## src/rtl/sik_pkg.sv

```systemverilog
package sik_pkg;
    parameter int unsigned DATA_W = 32;
    parameter int unsigned USER_W = 2;
    parameter int unsigned ID_W   = 5;
    parameter int unsigned DEST_W = 6;
    localparam int unsigned BYTES_W = DATA_W / 8;

    localparam int unsigned CW_START = 0;
    localparam int unsigned CW_DONE  = 1;
    localparam int unsigned CW_IDLE  = 2;
    localparam int unsigned CW_READY = 3;
    localparam int unsigned CW_AUTO  = 7;

    typedef enum logic [1:0] {
        RUN_IDLE  = 2'd0,
        RUN_BUSY  = 2'd1,
        RUN_DRAIN = 2'd2
    } run_state_e;

    typedef struct packed {
        logic [DATA_W-1:0]  data;
        logic [BYTES_W-1:0] keep;
        logic [BYTES_W-1:0] strb;
        logic [USER_W-1:0]  user;
        logic [ID_W-1:0]    id;
        logic [DEST_W-1:0]  dest;
        logic               last;
    } beat_t;
endpackage

```

## src/rtl/sik_ctrl_regs.sv

```systemverilog
module sik_ctrl_regs
    import sik_pkg::*;
#(
    parameter int unsigned ADDR_W = 4
) (
    input  logic              clk,
    input  logic              rst_n,
    input  logic [ADDR_W-1:0] awaddr,
    input  logic              awvalid,
    output logic              awready,
    input  logic [31:0]       wdata,
    input  logic [3:0]        wstrb,
    input  logic              wvalid,
    output logic              wready,
    output logic [1:0]        bresp,
    output logic              bvalid,
    input  logic              bready,
    input  logic [ADDR_W-1:0] araddr,
    input  logic              arvalid,
    output logic              arready,
    output logic [31:0]       rdata,
    output logic [1:0]        rresp,
    output logic              rvalid,
    input  logic              rready,
    input  logic              idle,
    input  logic              start_ack,
    input  logic              run_done,
    output logic              start_pend,
    output logic              auto_en,
    output logic              done_flag
);
    localparam int unsigned WORD_LSB = 2;

    typedef struct packed {
        logic        start;
        logic        auto_rep;
        logic        done;
        logic        bvalid;
        logic        rvalid;
        logic [31:0] rdata;
    } regs_t;

    regs_t r_q, r_d;
    logic  wr_fire, rd_fire, wr_hit, rd_hit;
    logic [31:0] ctrl_word;

    always_comb begin
        ctrl_word = '0;
        ctrl_word[CW_START] = r_q.start;
        ctrl_word[CW_DONE]  = r_q.done;
        ctrl_word[CW_IDLE]  = idle;
        ctrl_word[CW_READY] = ~r_q.start;
        ctrl_word[CW_AUTO]  = r_q.auto_rep;
    end

    assign awready = awvalid & wvalid & ~r_q.bvalid;
    assign wready  = awready;
    assign wr_fire = awready;
    assign arready = ~r_q.rvalid;
    assign rd_fire = arvalid & arready;
    assign wr_hit  = (awaddr[ADDR_W-1:WORD_LSB] == '0) & wstrb[0];
    assign rd_hit  = (araddr[ADDR_W-1:WORD_LSB] == '0);

    always_comb begin
        r_d = r_q;
        if (start_ack) begin
            r_d.start = 1'b0;
        end
        if (wr_fire && wr_hit) begin
            if (wdata[CW_START]) begin
                r_d.start = 1'b1;
            end
            r_d.auto_rep = wdata[CW_AUTO];
        end
        if (rd_fire && rd_hit) begin
            r_d.done = 1'b0;
        end
        if (run_done) begin
            r_d.done = 1'b1;
        end
        if (wr_fire) begin
            r_d.bvalid = 1'b1;
        end else if (bready) begin
            r_d.bvalid = 1'b0;
        end
        if (rd_fire) begin
            r_d.rvalid = 1'b1;
            r_d.rdata  = rd_hit ? ctrl_word : '0;
        end else if (rready) begin
            r_d.rvalid = 1'b0;
        end
    end

    always_ff @(posedge clk) begin
        if (!rst_n) begin
            r_q <= '0;
        end else begin
            r_q <= r_d;
        end
    end

    assign bvalid     = r_q.bvalid;
    assign bresp      = 2'b00;
    assign rvalid     = r_q.rvalid;
    assign rdata      = r_q.rdata;
    assign rresp      = 2'b00;
    assign start_pend = r_q.start;
    assign auto_en    = r_q.auto_rep;
    assign done_flag  = r_q.done;
endmodule

```

## src/rtl/sik_run_ctrl.sv

```systemverilog
module sik_run_ctrl
    import sik_pkg::*;
(
    input  logic clk,
    input  logic rst_n,
    input  logic start_pend,
    input  logic auto_en,
    input  logic in_last_fire,
    input  logic out_last_fire,
    output logic accept_en,
    output logic start_ack,
    output logic run_done,
    output logic idle
);
    typedef struct packed {
        run_state_e state;
    } fsm_t;

    fsm_t f_q, f_d;

    always_comb begin
        f_d       = f_q;
        start_ack = 1'b0;
        run_done  = 1'b0;
        unique case (f_q.state)
            RUN_IDLE: begin
                if (start_pend) begin
                    f_d.state = RUN_BUSY;
                    start_ack = 1'b1;
                end
            end
            RUN_BUSY: begin
                if (in_last_fire) begin
                    f_d.state = RUN_DRAIN;
                end
            end
            RUN_DRAIN: begin
                if (out_last_fire) begin
                    run_done = 1'b1;
                    if (auto_en || start_pend) begin
                        f_d.state = RUN_BUSY;
                        start_ack = start_pend;
                    end else begin
                        f_d.state = RUN_IDLE;
                    end
                end
            end
            default: f_d.state = RUN_IDLE;
        endcase
    end

    always_ff @(posedge clk) begin
        if (!rst_n) begin
            f_q.state <= RUN_IDLE;
        end else begin
            f_q <= f_d;
        end
    end

    assign accept_en = (f_q.state == RUN_BUSY);
    assign idle      = (f_q.state == RUN_IDLE);
endmodule

```

## src/rtl/sik_stream_stage.sv

```systemverilog
module sik_stream_stage
    import sik_pkg::*;
#(
    parameter logic [DATA_W-1:0] ADDEND = 5
) (
    input  logic  clk,
    input  logic  rst_n,
    input  logic  accept_en,
    input  logic  s_valid,
    output logic  s_ready,
    input  beat_t s_beat,
    output logic  m_valid,
    input  logic  m_ready,
    output beat_t m_beat,
    output logic  in_last_fire,
    output logic  out_last_fire
);
    typedef struct packed {
        logic  valid;
        beat_t beat;
    } hold_t;

    hold_t h_q, h_d;
    logic  s_fire;
    beat_t sum_beat;

    always_comb begin
        sum_beat      = s_beat;
        sum_beat.data = s_beat.data + ADDEND;
    end

    assign s_ready = accept_en & (~h_q.valid | m_ready);
    assign s_fire  = s_valid & s_ready;

    always_comb begin
        h_d = h_q;
        if (s_fire) begin
            h_d.valid = 1'b1;
            h_d.beat  = sum_beat;
        end else if (m_ready) begin
            h_d.valid = 1'b0;
        end
    end

    always_ff @(posedge clk) begin
        if (!rst_n) begin
            h_q <= '0;
        end else begin
            h_q <= h_d;
        end
    end

    assign m_valid       = h_q.valid;
    assign m_beat        = h_q.beat;
    assign in_last_fire  = s_fire & s_beat.last;
    assign out_last_fire = h_q.valid & m_ready & h_q.beat.last;
endmodule

```

## src/rtl/stream_incr_kernel.sv

```systemverilog
module stream_incr_kernel
    import sik_pkg::*;
#(
    parameter int unsigned       ADDR_W = 4,
    parameter logic [DATA_W-1:0] ADDEND = 5
) (
    input  logic                clk,
    input  logic                rst_n,
    input  logic [ADDR_W-1:0]   s_axil_awaddr,
    input  logic                s_axil_awvalid,
    output logic                s_axil_awready,
    input  logic [31:0]         s_axil_wdata,
    input  logic [3:0]          s_axil_wstrb,
    input  logic                s_axil_wvalid,
    output logic                s_axil_wready,
    output logic [1:0]          s_axil_bresp,
    output logic                s_axil_bvalid,
    input  logic                s_axil_bready,
    input  logic [ADDR_W-1:0]   s_axil_araddr,
    input  logic                s_axil_arvalid,
    output logic                s_axil_arready,
    output logic [31:0]         s_axil_rdata,
    output logic [1:0]          s_axil_rresp,
    output logic                s_axil_rvalid,
    input  logic                s_axil_rready,
    input  logic [DATA_W-1:0]   s_axis_tdata,
    input  logic [BYTES_W-1:0]  s_axis_tkeep,
    input  logic [BYTES_W-1:0]  s_axis_tstrb,
    input  logic [USER_W-1:0]   s_axis_tuser,
    input  logic [ID_W-1:0]     s_axis_tid,
    input  logic [DEST_W-1:0]   s_axis_tdest,
    input  logic                s_axis_tlast,
    input  logic                s_axis_tvalid,
    output logic                s_axis_tready,
    output logic [DATA_W-1:0]   m_axis_tdata,
    output logic [BYTES_W-1:0]  m_axis_tkeep,
    output logic [BYTES_W-1:0]  m_axis_tstrb,
    output logic [USER_W-1:0]   m_axis_tuser,
    output logic [ID_W-1:0]     m_axis_tid,
    output logic [DEST_W-1:0]   m_axis_tdest,
    output logic                m_axis_tlast,
    output logic                m_axis_tvalid,
    input  logic                m_axis_tready
);
    beat_t in_beat, out_beat;
    logic  start_pend, auto_en, done_flag;
    logic  accept_en, start_ack, run_done, idle_w;
    logic  in_last_fire, out_last_fire;

    assign in_beat = '{data: s_axis_tdata, keep: s_axis_tkeep, strb: s_axis_tstrb,
                       user: s_axis_tuser, id: s_axis_tid, dest: s_axis_tdest,
                       last: s_axis_tlast};

    sik_ctrl_regs #(.ADDR_W(ADDR_W)) u_regs (
        .clk        (clk),
        .rst_n      (rst_n),
        .awaddr     (s_axil_awaddr),
        .awvalid    (s_axil_awvalid),
        .awready    (s_axil_awready),
        .wdata      (s_axil_wdata),
        .wstrb      (s_axil_wstrb),
        .wvalid     (s_axil_wvalid),
        .wready     (s_axil_wready),
        .bresp      (s_axil_bresp),
        .bvalid     (s_axil_bvalid),
        .bready     (s_axil_bready),
        .araddr     (s_axil_araddr),
        .arvalid    (s_axil_arvalid),
        .arready    (s_axil_arready),
        .rdata      (s_axil_rdata),
        .rresp      (s_axil_rresp),
        .rvalid     (s_axil_rvalid),
        .rready     (s_axil_rready),
        .idle       (idle_w),
        .start_ack  (start_ack),
        .run_done   (run_done),
        .start_pend (start_pend),
        .auto_en    (auto_en),
        .done_flag  (done_flag)
    );

    sik_run_ctrl u_run (
        .clk           (clk),
        .rst_n         (rst_n),
        .start_pend    (start_pend),
        .auto_en       (auto_en),
        .in_last_fire  (in_last_fire),
        .out_last_fire (out_last_fire),
        .accept_en     (accept_en),
        .start_ack     (start_ack),
        .run_done      (run_done),
        .idle          (idle_w)
    );

    sik_stream_stage #(.ADDEND(ADDEND)) u_stage (
        .clk           (clk),
        .rst_n         (rst_n),
        .accept_en     (accept_en),
        .s_valid       (s_axis_tvalid),
        .s_ready       (s_axis_tready),
        .s_beat        (in_beat),
        .m_valid       (m_axis_tvalid),
        .m_ready       (m_axis_tready),
        .m_beat        (out_beat),
        .in_last_fire  (in_last_fire),
        .out_last_fire (out_last_fire)
    );

    assign m_axis_tdata = out_beat.data;
    assign m_axis_tkeep = out_beat.keep;
    assign m_axis_tstrb = out_beat.strb;
    assign m_axis_tuser = out_beat.user;
    assign m_axis_tid   = out_beat.id;
    assign m_axis_tdest = out_beat.dest;
    assign m_axis_tlast = out_beat.last;
endmodule

```

## config.mk

```make
export PLATFORM = sky130hd
export DESIGN_NAME = stream_incr_kernel
export DESIGN_NICKNAME = d
export VERILOG_FILES = /design/src/rtl/sik_pkg.sv /design/src/rtl/sik_ctrl_regs.sv /design/src/rtl/sik_run_ctrl.sv /design/src/rtl/sik_stream_stage.sv /design/src/rtl/stream_incr_kernel.sv
export SDC_FILE = /design/constraint.sdc
export NUM_CORES = 1
export LEC_CHECK = 0
export ABC_AREA = 1
export BUFFER_PORTS_ARGS = -buffer_cell sky130_fd_sc_hd__buf_2
export CAP_MARGIN = 20
export CORE_MARGIN = 2
export CORE_UTILIZATION = 45
export DETAILED_ROUTE_END_ITERATION = 8
export HOLD_SLACK_MARGIN = 0.02
export PLACE_DENSITY_LB_ADDON = 0.25
export SLEW_MARGIN = 20
export SYNTH_ARGS = -nofsm -noshare
export SYNTH_HDL_FRONTEND = slang
export SYNTH_HIERARCHICAL = 1
export SYNTH_SLANG_ARGS = --single-unit
```

## constraint.sdc

```tcl
create_clock -name clk -period 2.1 [get_ports clk]
set_input_delay 0.21 -clock clk [delete_from_list [all_inputs] [get_ports clk]]
set_output_delay 0.21 -clock clk [all_outputs]
set_load 0.05 [all_outputs]
```

## Yosys cells after proc, flatten, opt, wreduce, memory -nomap -nowiden

Index checks and enable logic that the tools add are counted.

| cells by class | value |
|---|---|
| add/subtract/negate cells | 1 |
| equality and inequality tests | 5 |
| muxes and demuxes | 23 |
| bitwise operators | 14 |
| reduce and logical (&&, ||, !) cells | 11 |

Operators with widths:

| kind | count |
|---|---|
| adder 32 x 3 -> 32 bit (second input constant) | 1 |
| 2-to-1 mux 1 bit | 16 |
| AND 1 bit | 9 |
| 2-to-1 mux 2 bit | 4 |
| 2-to-1 mux 8 bit | 1 |
| nonzero test 2 bit | 4 |
| zero test 2 bit | 3 |
| case mux 2 bit (3 select lines) | 1 |
| inequality test 2 bit (second input constant) | 2 |
| NOT 1 bit | 4 |
| AND reduction 3 bit | 1 |
| == test 2 x 1 -> 1 bit (second input constant) | 1 |
| == test 2 bit (second input constant) | 1 |
| logical AND 1 bit | 2 |
| inequality test 2 x 1 -> 1 bit (second input constant) | 1 |
| case mux 1 bit (2 select lines) | 1 |
| logical OR 1 bit | 1 |
| bitwise OR 1 bit | 1 |

| storage, ports and cells | value |
|---|---|
| flip-flop bits (word level) | 94 |
| bits of input ports | 107 |
| output and inout port bits | 97 |
| logic and storage cells | 69 |

## Longest topological paths before layout

| depth | value |
|---|---|
| depth after elaboration | 7 |
| mapped depth | 12 |
| gate-level depth less buffers | 11 |

## Hierarchy

Netlist, hierarchy kept.

Modules (own cells, without submodules):

| module | times used | cells each | area each (sq um) | sequential area each (sq um) |
|---|---|---|---|---|
| sik_stream_stage | 1 | 461 | 3002.9 | 1101.1 |
| sik_ctrl_regs | 1 | 91 | 666.9 | 200.2 |
| sik_run_ctrl | 1 | 20 | 128.9 | 40.0 |

## Worst setup path after synthesis

OpenSTA, ideal clock, no wires.

| timing | value |
|---|---|
| kind | reg-to-reg |
| from | register u_stage.h_q (netlist bit u_stage/m_valid) |
| to | register u_run/f_q[0] (netlist name) |
| setup time | 66 ps |
| arrival | 1789 ps |
| data required time | 2034 ps |
| slack | 245 ps |
| cell stages (with the launch flop) | 12 |
| buffers on the path | 1 |
| clock period less this slack | 1855 ps |
| path through | dfxtp_1 > inv_1 > nor2_2 > nor2_4 > nand2_4 > inv_4 > buf_4 > nand2_1 > inv_1 > a21oi_1 > nand2_1 > a21oi_2 |

| between the ends | value |
|---|---|
| word-level cells in the longest chain between the ends | 7 |
| elaborated cells between the ends (all ways) | 10 |
| classes of those cells | 2 x eq/ne; 7 x bitwise; 1 x reduce/logical |

RTL lines:

| what | line | source |
|---|---|---|
| start: declaration | sik_stream_stage.sv:23 | `hold_t h_q, h_d;` |
| start signal: assignment | sik_stream_stage.sv:47 | `h_q <= '0;` |
| start signal: assignment | sik_stream_stage.sv:49 | `h_q <= h_d;` |
| NOT 1 bit | sik_stream_stage.sv:32 | `assign s_ready = accept_en & (~h_q.valid \| m_ready);` |
| bitwise OR 1 bit | sik_stream_stage.sv:32 |  |
| AND 1 bit | sik_stream_stage.sv:32 |  |
| net s_axis_tready | stream_incr_kernel.sv:34 | `output logic s_axis_tready,` |
| AND 1 bit | sik_stream_stage.sv:33 | `assign s_fire = s_valid & s_ready;` |
| AND 1 bit | sik_stream_stage.sv:55 | `assign in_last_fire = s_fire & s_beat.last;` |
| net in_last_fire | stream_incr_kernel.sv:48 | `logic in_last_fire, out_last_fire;` |
| inequality test 2 bit (no source line) | -- |  |
| AND reduction 3 bit (no source line) | -- |  |
| end: declaration | sik_run_ctrl.sv:19 | `fsm_t f_q, f_d;` |

The timed path passes the listed nets, and every way through them passes these cells.
A chain may end at the register's enable or synchronous reset.

## Worst setup path after layout

| timing | value |
|---|---|
| from | register u_run/f_q[0] (netlist name) |
| to | register u_stage.h_q (netlist bit u_stage/m_beat[24]) |

| between the ends | value |
|---|---|
| word-level cells in the longest chain between the ends | 3 |

RTL lines:

| what | line | source |
|---|---|---|
| == test 2 x 1 -> 1 bit | sik_run_ctrl.sv:60 | `assign accept_en = (f_q.state == RUN_BUSY);` |
| net accept_en | stream_incr_kernel.sv:47 | `logic accept_en, start_ack, run_done, idle_w;` |
| AND 1 bit | sik_stream_stage.sv:32 |  |
| AND 1 bit | sik_stream_stage.sv:33 |  |

The timed path passes the listed nets, and every way through them passes these cells.

==> metrics <==
Register Area=1341 um^2; Comb power frac=between 20% and 30%; critical path data required time=2.37 ns; Fmax achieved=0.6039 GHz; Die Y=between 90 and 100 um; Overall Global Routing Usage=20.80%; Power Internal=between 2 and 2.5 mW; vias=approximately 3800; htree depth=3; Core Region=8217 um^2; ANT nets after route=0; # IOs=around 200; crit path time final=1.656 ns; status=finished, final reports clean; final setup vio count=0; initial antenna violation count=0; area of the multi-input gates=1963 um^2; Longest Clk Path Bufs=2; min-delay src=s_axis_tdata[0]; Reg-to-Reg End=u_stage/m_beat[24]$_SDFFE_PN0P_; drt first pass iters=4; CP most frequent cell=inv_1; sequential element share of the synthesized area=35.31%; RR Startpoint=u_run/f_q[0]$_SDFFE_PN0P_; Crit Path Class=register to register; cell family contributing the most delay on the critical path=buffers and inverters; total power=3.477 mW; CTS sink cnt=67; WP data arrival=1.92 ns; DR iter-0 viols=113; critical path buffer and inverter count=4; register share of total power=40.4%; Worst-Skew Late Latency=0.35 ns; crit path launch type=register; Placer Congestion=just under 1; most frequent cells in the layout=nand2_1, buf_2, inv_1; TNS Setup=0 ns; Post-CTS Setup Bufs=0; final setup skew=0.006566 ns; pin count of the biggest net entering global routing=35; Clk pwr share=between 30% and 40%; PwrDens=748.5 nW/um^2; DP HPWL=7.332 mm; die area=9192 um^2; Clock Pin Slew Worst Setup and Hold Paths=0.08 ns; commonest non-fill, non-tap cell in the layout=nand2_1; drt via density=4.601; worst reg2reg path depth=9; input/output buffers=135; Distinct cells, synth=35; DRC viols=0; synthesized area=3799 um^2; Worst R2R Setup Slack=0.44 ns; Max Cap Viol=0; GR Overflow Total=0; Synth Instances=572; share of cells above drive strength 1=26.20%; WL final=just over 9 mm; Layout area overhead=22.27%; Max VDD drop=0.0004120 V; NetSw=1.314 mW; Rows=33; first-pass GRT wire length=14.83 mm; crit path max fanout=31; fin. max-slew vios=0; wire per inst=11.47 um; Hold Crit Class=primary input to register; Synth Register Bits=67; sw frac=37.79%; relative slew slack=54.00%; Filler cells=842; Warnings, synthesis=6; Die X=about 96 um; CTS Buf Count=9; CP cell instances=inv_1 -> nor2_1 -> inv_1 -> nor2_4 -> nand2_4 -> inv_4 -> buf_12 -> o21ai_0 -> a31oi_1; slowest CP cell=dfxtp_1; static leakage=2.381 nW; Clk Tree Root Cell=clkbuf_8; Worst setup EP type=register; CTS resizes=0; CP max stage delay=0.42 ns; Util after Layout=between 50% and 60%; CTS tree=done; initial core utilization=46.23%; period utilisation layout=78.85%; Hold Path End=u_stage/m_beat[22]$_SDFFE_PN0P_; Antenna Cells=0; Syn Area/Cell=between 6 and 7 um^2; via count of the first global-routing pass=3282; Hold Crit Depth=2; Final #Nets=813; unrepaired setup endpoints after global routing=no; CTS Hold Bufs=0; final hold vios=0; Least-Margin Pin Slew=0.6892 ns
==> worst max-delay path by stage <==
stage                                 endpoint  depth (start not counted)                          from  slack, ns
6_report       u_stage/m_beat[24]$_SDFFE_PN0P_                          9     u_run/f_q[0]$_SDFFE_PN0P_       0.44
5_1_grt        u_stage/m_beat[24]$_SDFFE_PN0P_                          9     u_run/f_q[0]$_SDFFE_PN0P_       0.30
4_1_cts        u_stage/m_beat[22]$_SDFFE_PN0P_                          9     u_run/f_q[0]$_SDFFE_PN0P_       0.43
3_5_place_dp   u_stage/m_beat[24]$_SDFFE_PN0P_                          9     u_run/f_q[0]$_SDFFE_PN0P_       0.46
3_3_place_gp   u_stage/m_beat[24]$_SDFFE_PN0P_                          9     u_run/f_q[0]$_SDFFE_PN0P_       0.50
2_1_floorplan        u_run/f_q[0]$_SDFFE_PN0P_                         11  u_stage/m_valid$_SDFFE_PN0P_       0.25
==> sequential cells by signal, indices dropped and copies added (netlist names) <==
| register | flops |
|---|---|
| u_run/f_q | 2 |
| u_stage/m_beat | 54 |
| u_regs/done_flag | 1 |
| u_stage/m_valid | 1 |
| u_regs/start_pend | 1 |
| u_regs/bvalid | 1 |
| u_regs/rdata | 5 |
| u_regs/auto_en | 1 |
| u_regs/rvalid | 1 |
==> power groups by stage <==
stage / logic [mW] / registers, mW / clock network [mW]
detailed placement: 0.992 / 1.43 / 0
global route: 1.07 / 1.42 / 1.19
CTS: 0.994 / 1.40 / 1.13
floorplan: 0.503 / 1.72 / 0
finish: 0.988 / 1.40 / 1.08
global placement: 0.982 / 1.43 / 0
==> cell families after synthesis <==
kind of cell / synth area share [%]
adders and majority gates: 0.3293
other: 0.09872
DFF: 35.31
xor gates and xnor gates: 1.614
and+or+nand+nor: 33.76
AOI/OAI and AO/OA: 12.91
buffers and inverters: 15.97
==> worst reg2reg max path, cell delays in order (launching register included) <==
cell	delay, ns
dfxtp_1	0.42
inv_1	0.08
nor2_1	0.09
inv_1	0.07
nor2_4	0.13
nand2_4	0.07
inv_4	0.24
buf_12	0.23
o21ai_0	0.09
a31oi_1	0.16
==> routing by layer <==
layer	vias up	share of wire (%)	track usage [%]
met4	0	1.8	9.048
met5	-	0	0
met1	1625	44	26.91
met3	13	7.8	4.620
li1	1985	-	-
met2	127	46	33.28
==> through the flow <==
| stage | area (um^2) | cells | hold WS [ns] | setup slack [ns] |
|---|---|---|---|---|
| after global routing | 4644 | 815 | 0.07342 | 0.3016 |
| after CTS | 4644 | 815 | 0.05856 | 0.4341 |
| after global placement | 4443 | 799 | 0.4195 | 0.5013 |
| after detailed placement | 4443 | 799 | 0.4334 | 0.4557 |
| final | 4644 | 815 | 0.07825 | 0.4441 |
| after floorplan | 3911 | 602 | 0.3001 | 0.2454 |
==> layout make-up <==
type                       instances  area share [%]
sequential                        67           28.88
timing repair buffer             139           15.73
clock buffer                       9           2.667
tap                              105           2.829
clock inverter                     7           1.670
inverter                          73           5.954
multi-input combinational        415           42.27
==> synth_stat cells (all sizes together) <==
cell type	instances	area share, %
clkbuf	5	0.49
o21a	25	4.9
buf	42	8.2
a31oi	1	0.16
xnor2	6	1.4
nor2b	1	0.36
or2	4	0.66
nor3	2	0.26
nand3b	5	1.1
and2	1	0.16
nand2	179	18
ha	1	0.33
a21oi	40	5.4
inv	72	7.2
xor2	1	0.23
conb	1	0.099
nor2	63	7.7
nand3	37	5.1
o21bai	1	0.20
clkinv	1	0.099
o21ai	17	2.2
dfxtp	67	35
No activity file was read; power rests on OpenSTA's default activity.
